<file path="src/rtl/irq_evt_pkg.sv">
package irq_evt_pkg;

  typedef enum logic [1:0] {
    MODE_SIR  = 2'd0,
    MODE_XSIR = 2'd1,
    MODE_MIR  = 2'd2,
    MODE_FIR  = 2'd3
  } ir_mode_e;

  localparam int EV_SYM = 0;
  localparam int EV_OVR = 1;
  localparam int EV_CRC = 2;
  localparam int EV_LEN = 3;
  localparam int EV_EOF = 4;
  localparam int EV_RXH = 5;
  localparam int EV_TXL = 6;
  localparam int EV_TXE = 7;

  // bits that hold until the event register is read
  localparam logic [7:0] RD_CLR_MASK = 8'b1001_1111;

  // 4-bit threshold code to byte count: 0 -> 1, n -> 2n
  function automatic int thr_bytes(input logic [3:0] code);
    return (code == 4'd0) ? 1 : 2 * int'(code);
  endfunction

endpackage

</file>
<file path="src/rtl/fifo_level_track.sv">
module fifo_level_track #(
  parameter int DEPTH = 32,
  parameter int LVL_W = $clog2(DEPTH + 1)
) (
  input  logic             clk,
  input  logic             rst_n,
  input  logic             push,
  input  logic             pop,
  output logic [LVL_W-1:0] level,
  output logic             push_ok,
  output logic             pop_ok,
  output logic             overrun
);
  localparam logic [LVL_W-1:0] FULL = LVL_W'(DEPTH);

  logic [LVL_W-1:0] lvl_q;

  always_comb begin
    pop_ok  = pop && (lvl_q != '0);
    push_ok = push && ((lvl_q != FULL) || pop_ok);
    overrun = push && !push_ok;
  end

  always_ff @(posedge clk or negedge rst_n) begin
    if (!rst_n) begin
      lvl_q <= '0;
    end else if (push_ok && !pop_ok) begin
      lvl_q <= lvl_q + 1'b1;
    end else if (pop_ok && !push_ok) begin
      lvl_q <= lvl_q - 1'b1;
    end
  end

  assign level = lvl_q;

  AST_LEVEL_MAX: assert property (@(posedge clk) disable iff (!rst_n) lvl_q <= FULL);
  AST_OVR_KEEPS_LEVEL: assert property (@(posedge clk) disable iff (!rst_n)
    overrun |=> (lvl_q == $past(lvl_q)));

endmodule

</file>
<file path="src/rtl/rx_timeout_timer.sv">
module rx_timeout_timer #(
  parameter int SIR_BITS = 32,
  parameter int LONG_CYC = 3336000,
  parameter int CNT_W    = $clog2(LONG_CYC + 1)
) (
  input  logic clk,
  input  logic rst_n,
  input  logic push_ok,
  input  logic pop_ok,
  input  logic rx_mode,
  input  logic short_rule,
  input  logic baud_tick,
  output logic to_flag
);
  logic             armed_q;
  logic [CNT_W-1:0] cnt_q;
  logic             step;
  logic [CNT_W:0]   limit;
  logic             fire;

  always_comb begin
    step  = short_rule ? baud_tick : 1'b1;
    limit = short_rule ? (CNT_W+1)'(SIR_BITS) : (CNT_W+1)'(LONG_CYC);
    fire  = armed_q && rx_mode && step && !push_ok && !pop_ok &&
            (({1'b0, cnt_q} + 1'b1) >= limit);
  end

  always_ff @(posedge clk or negedge rst_n) begin
    if (!rst_n) begin
      armed_q <= 1'b0;
      cnt_q   <= '0;
    end else if (push_ok) begin
      armed_q <= 1'b1;
      cnt_q   <= '0;
    end else if (pop_ok || fire) begin
      armed_q <= 1'b0;
      cnt_q   <= '0;
    end else if (armed_q && rx_mode && step) begin
      cnt_q   <= cnt_q + 1'b1;
    end
  end

  always_ff @(posedge clk or negedge rst_n) begin
    if (!rst_n)      to_flag <= 1'b0;
    else if (fire)   to_flag <= 1'b1;
    else if (pop_ok) to_flag <= 1'b0;
  end

  AST_TO_CLEARS_ON_POP: assert property (@(posedge clk) disable iff (!rst_n)
    pop_ok |=> !to_flag);
  AST_TO_ONLY_RX: assert property (@(posedge clk) disable iff (!rst_n)
    $rose(to_flag) |-> $past(rx_mode));

endmodule

</file>
<file path="src/rtl/event_latch.sv">
module event_latch
  import irq_evt_pkg::*;
(
  input  logic       clk,
  input  logic       rst_n,
  input  logic [7:0] ev_in,
  input  logic       evt_rd,
  input  logic       en_we,
  input  logic [7:0] en_wdata,
  output logic [7:0] evt_q,
  output logic       irq_n
);
  logic [7:0] en_q;

  for (genvar i = 0; i < 8; i++) begin : g_bit
    if (RD_CLR_MASK[i]) begin : g_sticky
      always_ff @(posedge clk or negedge rst_n) begin
        if (!rst_n) evt_q[i] <= 1'b0;
        else        evt_q[i] <= ev_in[i] | (evt_q[i] & ~evt_rd);
      end
    end else begin : g_level
      always_ff @(posedge clk or negedge rst_n) begin
        if (!rst_n) evt_q[i] <= 1'b0;
        else        evt_q[i] <= ev_in[i];
      end
    end
  end

  always_ff @(posedge clk or negedge rst_n) begin
    if (!rst_n)     en_q <= '0;
    else if (en_we) en_q <= en_wdata;
  end

  assign irq_n = ~|(evt_q & en_q);

  AST_RD_CLEARS: assert property (@(posedge clk) disable iff (!rst_n)
    (evt_rd && ((ev_in & RD_CLR_MASK) == 8'd0)) |=> ((evt_q & RD_CLR_MASK) == 8'd0));
  AST_SET_WINS: assert property (@(posedge clk) disable iff (!rst_n)
    ((ev_in & RD_CLR_MASK) != 8'd0) |=>
      ((evt_q & $past(ev_in) & RD_CLR_MASK) == ($past(ev_in) & RD_CLR_MASK)));

endmodule

</file>
<file path="src/rtl/irq_event_ctrl.sv">
module irq_event_ctrl
  import irq_evt_pkg::*;
#(
  parameter int DEPTH    = 32,
  parameter int SIR_BITS = 32,
  parameter int LONG_CYC = 3336000,
  parameter int LVL_W    = $clog2(DEPTH + 1)
) (
  input  logic             clk,
  input  logic             rst_n,
  input  logic [1:0]       mode,
  input  logic             tx_en,
  input  logic             rx_en,
  input  logic             fifo_push,
  input  logic             fifo_pop,
  input  logic             tsr_empty,
  input  logic             baud_tick,
  input  logic             err_sym,
  input  logic             err_crc,
  input  logic             err_len,
  input  logic             eof_seen,
  input  logic             evt_rd,
  input  logic             en_we,
  input  logic [7:0]       en_wdata,
  input  logic             thr_we,
  input  logic [7:0]       thr_wdata,
  output logic [LVL_W-1:0] level,
  output logic [7:0]       events,
  output logic             rx_timeout,
  output logic             irq_n
);
  localparam int LIM_MAX = (LONG_CYC > SIR_BITS) ? LONG_CYC : SIR_BITS;
  localparam int CNT_W   = $clog2(LIM_MAX + 1);

  ir_mode_e   mode_e;
  logic       rx_mode, tx_mode, short_rule, framed;
  logic       push_ok, pop_ok, overrun;
  logic [3:0] rx_code_q, tx_code_q;
  logic       rx_hit, tx_low;
  logic [7:0] ev_in;

  assign mode_e     = ir_mode_e'(mode);
  assign rx_mode    = rx_en;
  assign tx_mode    = tx_en && !rx_en;
  assign short_rule = (mode_e == MODE_SIR) || (mode_e == MODE_XSIR);
  assign framed     = (mode_e != MODE_SIR);

  always_ff @(posedge clk or negedge rst_n) begin
    if (!rst_n) begin
      rx_code_q <= 4'b0111;
      tx_code_q <= 4'b0111;
    end else if (thr_we) begin
      rx_code_q <= thr_wdata[7:4];
      tx_code_q <= thr_wdata[3:0];
    end
  end

  fifo_level_track #(.DEPTH(DEPTH), .LVL_W(LVL_W)) u_level (
    .clk(clk), .rst_n(rst_n), .push(fifo_push), .pop(fifo_pop),
    .level(level), .push_ok(push_ok), .pop_ok(pop_ok), .overrun(overrun)
  );

  rx_timeout_timer #(.SIR_BITS(SIR_BITS), .LONG_CYC(LONG_CYC), .CNT_W(CNT_W)) u_timer (
    .clk(clk), .rst_n(rst_n), .push_ok(push_ok), .pop_ok(pop_ok),
    .rx_mode(rx_mode), .short_rule(short_rule), .baud_tick(baud_tick),
    .to_flag(rx_timeout)
  );

  always_comb begin
    rx_hit = rx_mode && (int'(level) >= thr_bytes(rx_code_q));
    tx_low = tx_mode && (int'(level) <  thr_bytes(tx_code_q));
    ev_in          = '0;
    ev_in[EV_SYM]  = err_sym;
    ev_in[EV_OVR]  = overrun;
    ev_in[EV_CRC]  = err_crc && framed;
    ev_in[EV_LEN]  = err_len;
    ev_in[EV_EOF]  = eof_seen && framed;
    ev_in[EV_RXH]  = rx_hit || rx_timeout;
    ev_in[EV_TXL]  = tx_low;
    ev_in[EV_TXE]  = tx_mode && (level == '0) && tsr_empty;
  end

  event_latch u_events (
    .clk(clk), .rst_n(rst_n), .ev_in(ev_in), .evt_rd(evt_rd),
    .en_we(en_we), .en_wdata(en_wdata), .evt_q(events), .irq_n(irq_n)
  );

  AST_TXL_TRACKS: assert property (@(posedge clk) disable iff (!rst_n)
    tx_low |=> events[EV_TXL]);
  AST_TO_WITH_DATA: assert property (@(posedge clk) disable iff (!rst_n)
    $rose(rx_timeout) |-> (level != '0));

endmodule

</file>
<file path="config.mk">
export PLATFORM = sky130hd
export DESIGN_NAME = irq_event_ctrl
export DESIGN_NICKNAME = d
export VERILOG_FILES = /design/src/rtl/irq_evt_pkg.sv /design/src/rtl/fifo_level_track.sv /design/src/rtl/rx_timeout_timer.sv /design/src/rtl/event_latch.sv /design/src/rtl/irq_event_ctrl.sv
export SDC_FILE = /design/constraint.sdc
export NUM_CORES = 1
export LEC_CHECK = 0
export BUFFER_PORTS_ARGS = -buffer_cell sky130_fd_sc_hd__buf_4
export CORE_UTILIZATION = 40
export CTS_CLUSTER_DIAMETER = 100
export CTS_CLUSTER_SIZE = 12
export DETAILED_ROUTE_END_ITERATION = 8
export GPL_ROUTABILITY_DRIVEN = 0
export PLACE_DENSITY = 0.65
export SETUP_SLACK_MARGIN = 0.1
export SYNTH_ARGS = -nofsm -noshare
export SYNTH_HDL_FRONTEND = slang
export SYNTH_SLANG_ARGS = --single-unit
</file>
<file path="constraint.sdc">
create_clock -name clk -period 4.6 [get_ports clk]
set_clock_uncertainty 0.15 [all_clocks]
set_input_delay 0.23 -clock clk [delete_from_list [all_inputs] [get_ports clk]]
set_output_delay 0.23 -clock clk [all_outputs]
set_load 0.1 [all_outputs]
</file>
==> metrics.txt <==
Compound-Gate Fraction of Synth Area about a fifth; wire length per cell after detailed routing approximately 16 um; cell count of the worst hold path 3; largest family of logic cells by synthesized area compound AO/OA/AOI/OAI gates; drt drc 0; Congestion Overflow GR 0; Die X roughly 96 um; Ant. Diodes 0; cts bufs inserted 5; switching power 0.723 mW; die area just over 9000 um2; post-synth cell types about 60; Tightest Pin Transition approximately 0.70 ns; Final Cycle Share between 80 and 90%; most area-consuming cells after synthesis dfrtp_1, ha_1, dfstp_2; worst hold path endpoint u_events.evt_q[4]; die height between 90 and 100 um; synth warn 0; switching share of power between 40 and 50%; register area share after synthesis about 39%; fraction of registers with async set/reset between 90% and 100%; Total GRT Usage 19.9%; DRT Pass-1 Iters 5; clk sinks 54; drt total wl approximately 8.5 mm; via count 3030; number of global-route vias before repair a little under 3k; initial antenna violation count 0; area grow syn2layout 22.5%; Skew-Pair Late Insertion Delay 0.33 ns; post-synthesis mux area share under 10%; synthesis-stage register bit count 54; fin. max-slew vios 0; fmax 0.244 GHz; Period minus WS final 4.11 ns; Hold Path Origin mode[0]; Mapped Cells about 360; CTS tree done; first-pass GRT wire length around 14 mm; clk root buf clkbuf_8; XOR/XNOR share of the synthesized area under 10%; via-per-instance ratio approximately 5.7; Pleak 1.93 nW; Synth area leader dfrtp_1; num rows 33; Starting Density 42.0%; post-synthesis adder-cell area fraction around a tenth; syn avg cell area approximately 9.8 um2; Setup-failing EPs final 0; I/O pin total roughly 50; crit path kind flip-flop to flip-flop; Starting DRT DRC Count 210; Cell Area, Synth 3500 um2; worst reg-to-reg setup slack around 0.5 ns; Port Buffers 48; Critical R2R Capture u_timer.cnt_q[10]; final hold vios 0; R2R Path Start u_timer.cnt_q[0]; HPWL after detailed placement approximately 6.0 mm; sequential share of power a little under two fifths; status complete, no violations; Comb power frac around 44%; post-route setup TNS 0 ns; Worst Hold Class primary input to flip-flop; worst endpoint required time approximately 4.7 ns; Post-Syn Nets around 420; clk buf depth 2; prevailing post-synth register cell dfrtp_1; core area between 8000 and 9000 um2; Clk pwr share roughly 18%; Clock Pin Slew Worst Setup and Hold Paths roughly 0.11 ns; R2R depth 12; number of max-cap violations 0; Worst setup EP type flip-flop; Power per Cell Area between 300 and 400 nW/um2; Post-CTS Setup Bufs 0; EDFF count, synth 0; total power roughly 1.6 mW; number of routed nets with antenna violations 0; RSZ-0062 raised after global routing no; Max IR drop VDD 0.389 mV; crit path max fanout 10; proportion of layout cells with a drive suffix above 1 around 20%; Worst Setup Start Kind flip-flop; H-tree Lvls 2; nets 487; Synth Area in Simple Gates 17.0%; slew margin rel. a little over half; Synth top area share roughly a third; CP Data Arrival Time about 4.2 ns; cell internal pwr ~0.9 mW; largest net degree at the start of global routing 55
==> worst max-delay path by stage <==
stage	to	slack, ns	start	depth (start not counted)
5_1_grt	u_timer.cnt_q[10]	0.17	u_timer.cnt_q[0]	12
4_1_cts	u_timer.cnt_q[10]	0.39	u_timer.cnt_q[0]	12
2_1_floorplan	u_level.level[5]	0.90	u_level.level[0]	14
6_report	u_timer.cnt_q[10]	0.49	u_timer.cnt_q[0]	12
3_5_place_dp	u_timer.cnt_q[10]	0.45	u_timer.cnt_q[0]	12
3_3_place_gp	u_timer.cnt_q[17]	0.58	u_timer.cnt_q[0]	12
==> critical path: stages (launching register included) <==
cell and delay (ns):
dfrtp_1 0.49, ha_1 0.31, nand4_2 0.22, nor3_1 0.56
nand3_1 0.17, xnor2_1 0.17, ha_1 0.29, nand3_1 0.07
nor3_1 0.19, nor4bb_2 0.48, a21boi_1 0.19, and3_1 0.37
a32o_1 0.32
==> cell usage after synthesis (5+ instances only) <==
cell      number
nand2_1       27
nor2_1        16
a31oi_1       10
ha_1          27
mux2_2         9
a21o_1         6
inv_1         20
nand3_1       15
a32o_1        10
xnor2_1       13
xor2_1         7
a22oi_1        5
dfrtp_1       48
nand4_1       11
and3_1         9
nor4_1         7
nor3_1         7
dfstp_2        6
clkbuf_1       8
a21oi_1        8
o21ai_0       21
a41oi_1        6
==> layout by cell type (no fill, tap or decap), types with 8 or more instances in the layout <==
cell type	instances
o21ai_0	21
xnor2_1	13
nor2_1	16
a21oi_1	8
inv_1	20
nand4_1	11
nand2_1	27
ha_1	27
mux2_2	9
and3_1	9
nand3_1	15
a31oi_1	10
dlygate4sd3_1	24
buf_4	52
dfrtp_1	48
a32o_1	10
==> logic make-up after synthesis <==
group | Yosys count
compound gates | 98
xor+xnor | 20
fa+ha+maj | 28
buf+inv | 35
flops | 54
mux | 11
simple gates | 112
==> what timing repair did <==
item	in CTS	in global routing
resized for setup	0	1
hold endpoints to repair	71	0
setup endpoints to repair	0	13
hold buffers	24	0
==> power by group through the flow <==
stage / sequential, mW / combinational, mW / clock (mW)
2_1_floorplan: 0.852 / 0.279 / 0
3_5_place_dp: 0.617 / 0.687 / 0
6_report: 0.606 / 0.704 / 0.292
5_1_grt: 0.617 / 0.761 / 0.316
3_3_place_gp: 0.614 / 0.677 / 0
4_1_cts: 0.608 / 0.707 / 0.305
==> per-layer routing <==
metal  up-vias  wire length [um]  track usage, %
met5         -                 0               0
li1       1489                 -               -
met1      1449              3840            24.8
met3        15               312            2.95
met2        77              4150            34.8
met4         0               168            7.09
==> state kept, by name, summed over array words and instances, names as in the netlist <==
| register | flops |
|---|---|
| tx_code_q | 4 |
| u_timer.cnt_q | 22 |
| u_timer.armed_q | 1 |
| u_timer.to_flag | 1 |
| u_level.level | 6 |
| u_events.evt_q | 8 |
| u_events.en_q | 8 |
| rx_code_q | 4 |
==> stage by stage <==
stage / instance area [um2] / hold WS, ns / std cells / worst slack (ns) / util [%]
after floorplan: 3500 / -0.216 / 358 / 0.896 / -
after global placement: 3940 / 0.168 / 500 / 0.584 / 47.3
after detailed placement: 3940 / 0.170 / 500 / 0.454 / 47.3
after CTS: 4280 / 0.00614 / 532 / 0.389 / 51.3
after global routing: 4290 / 0.0187 / 532 / 0.172 / 51.4
final: 4290 / 0.00824 / 532 / 0.494 / 51.4
==> cell type report <==
type,count,area [um2]
repair buffers,76,631
clock inverters,3,28.8
well taps,105,131
fillers,757,4050
clock buffers,5,68.8
inverters,20,75.1
flip-flops and latches,54,1360
multi-input cells,269,1990
(Power assumes the default switching activity.)
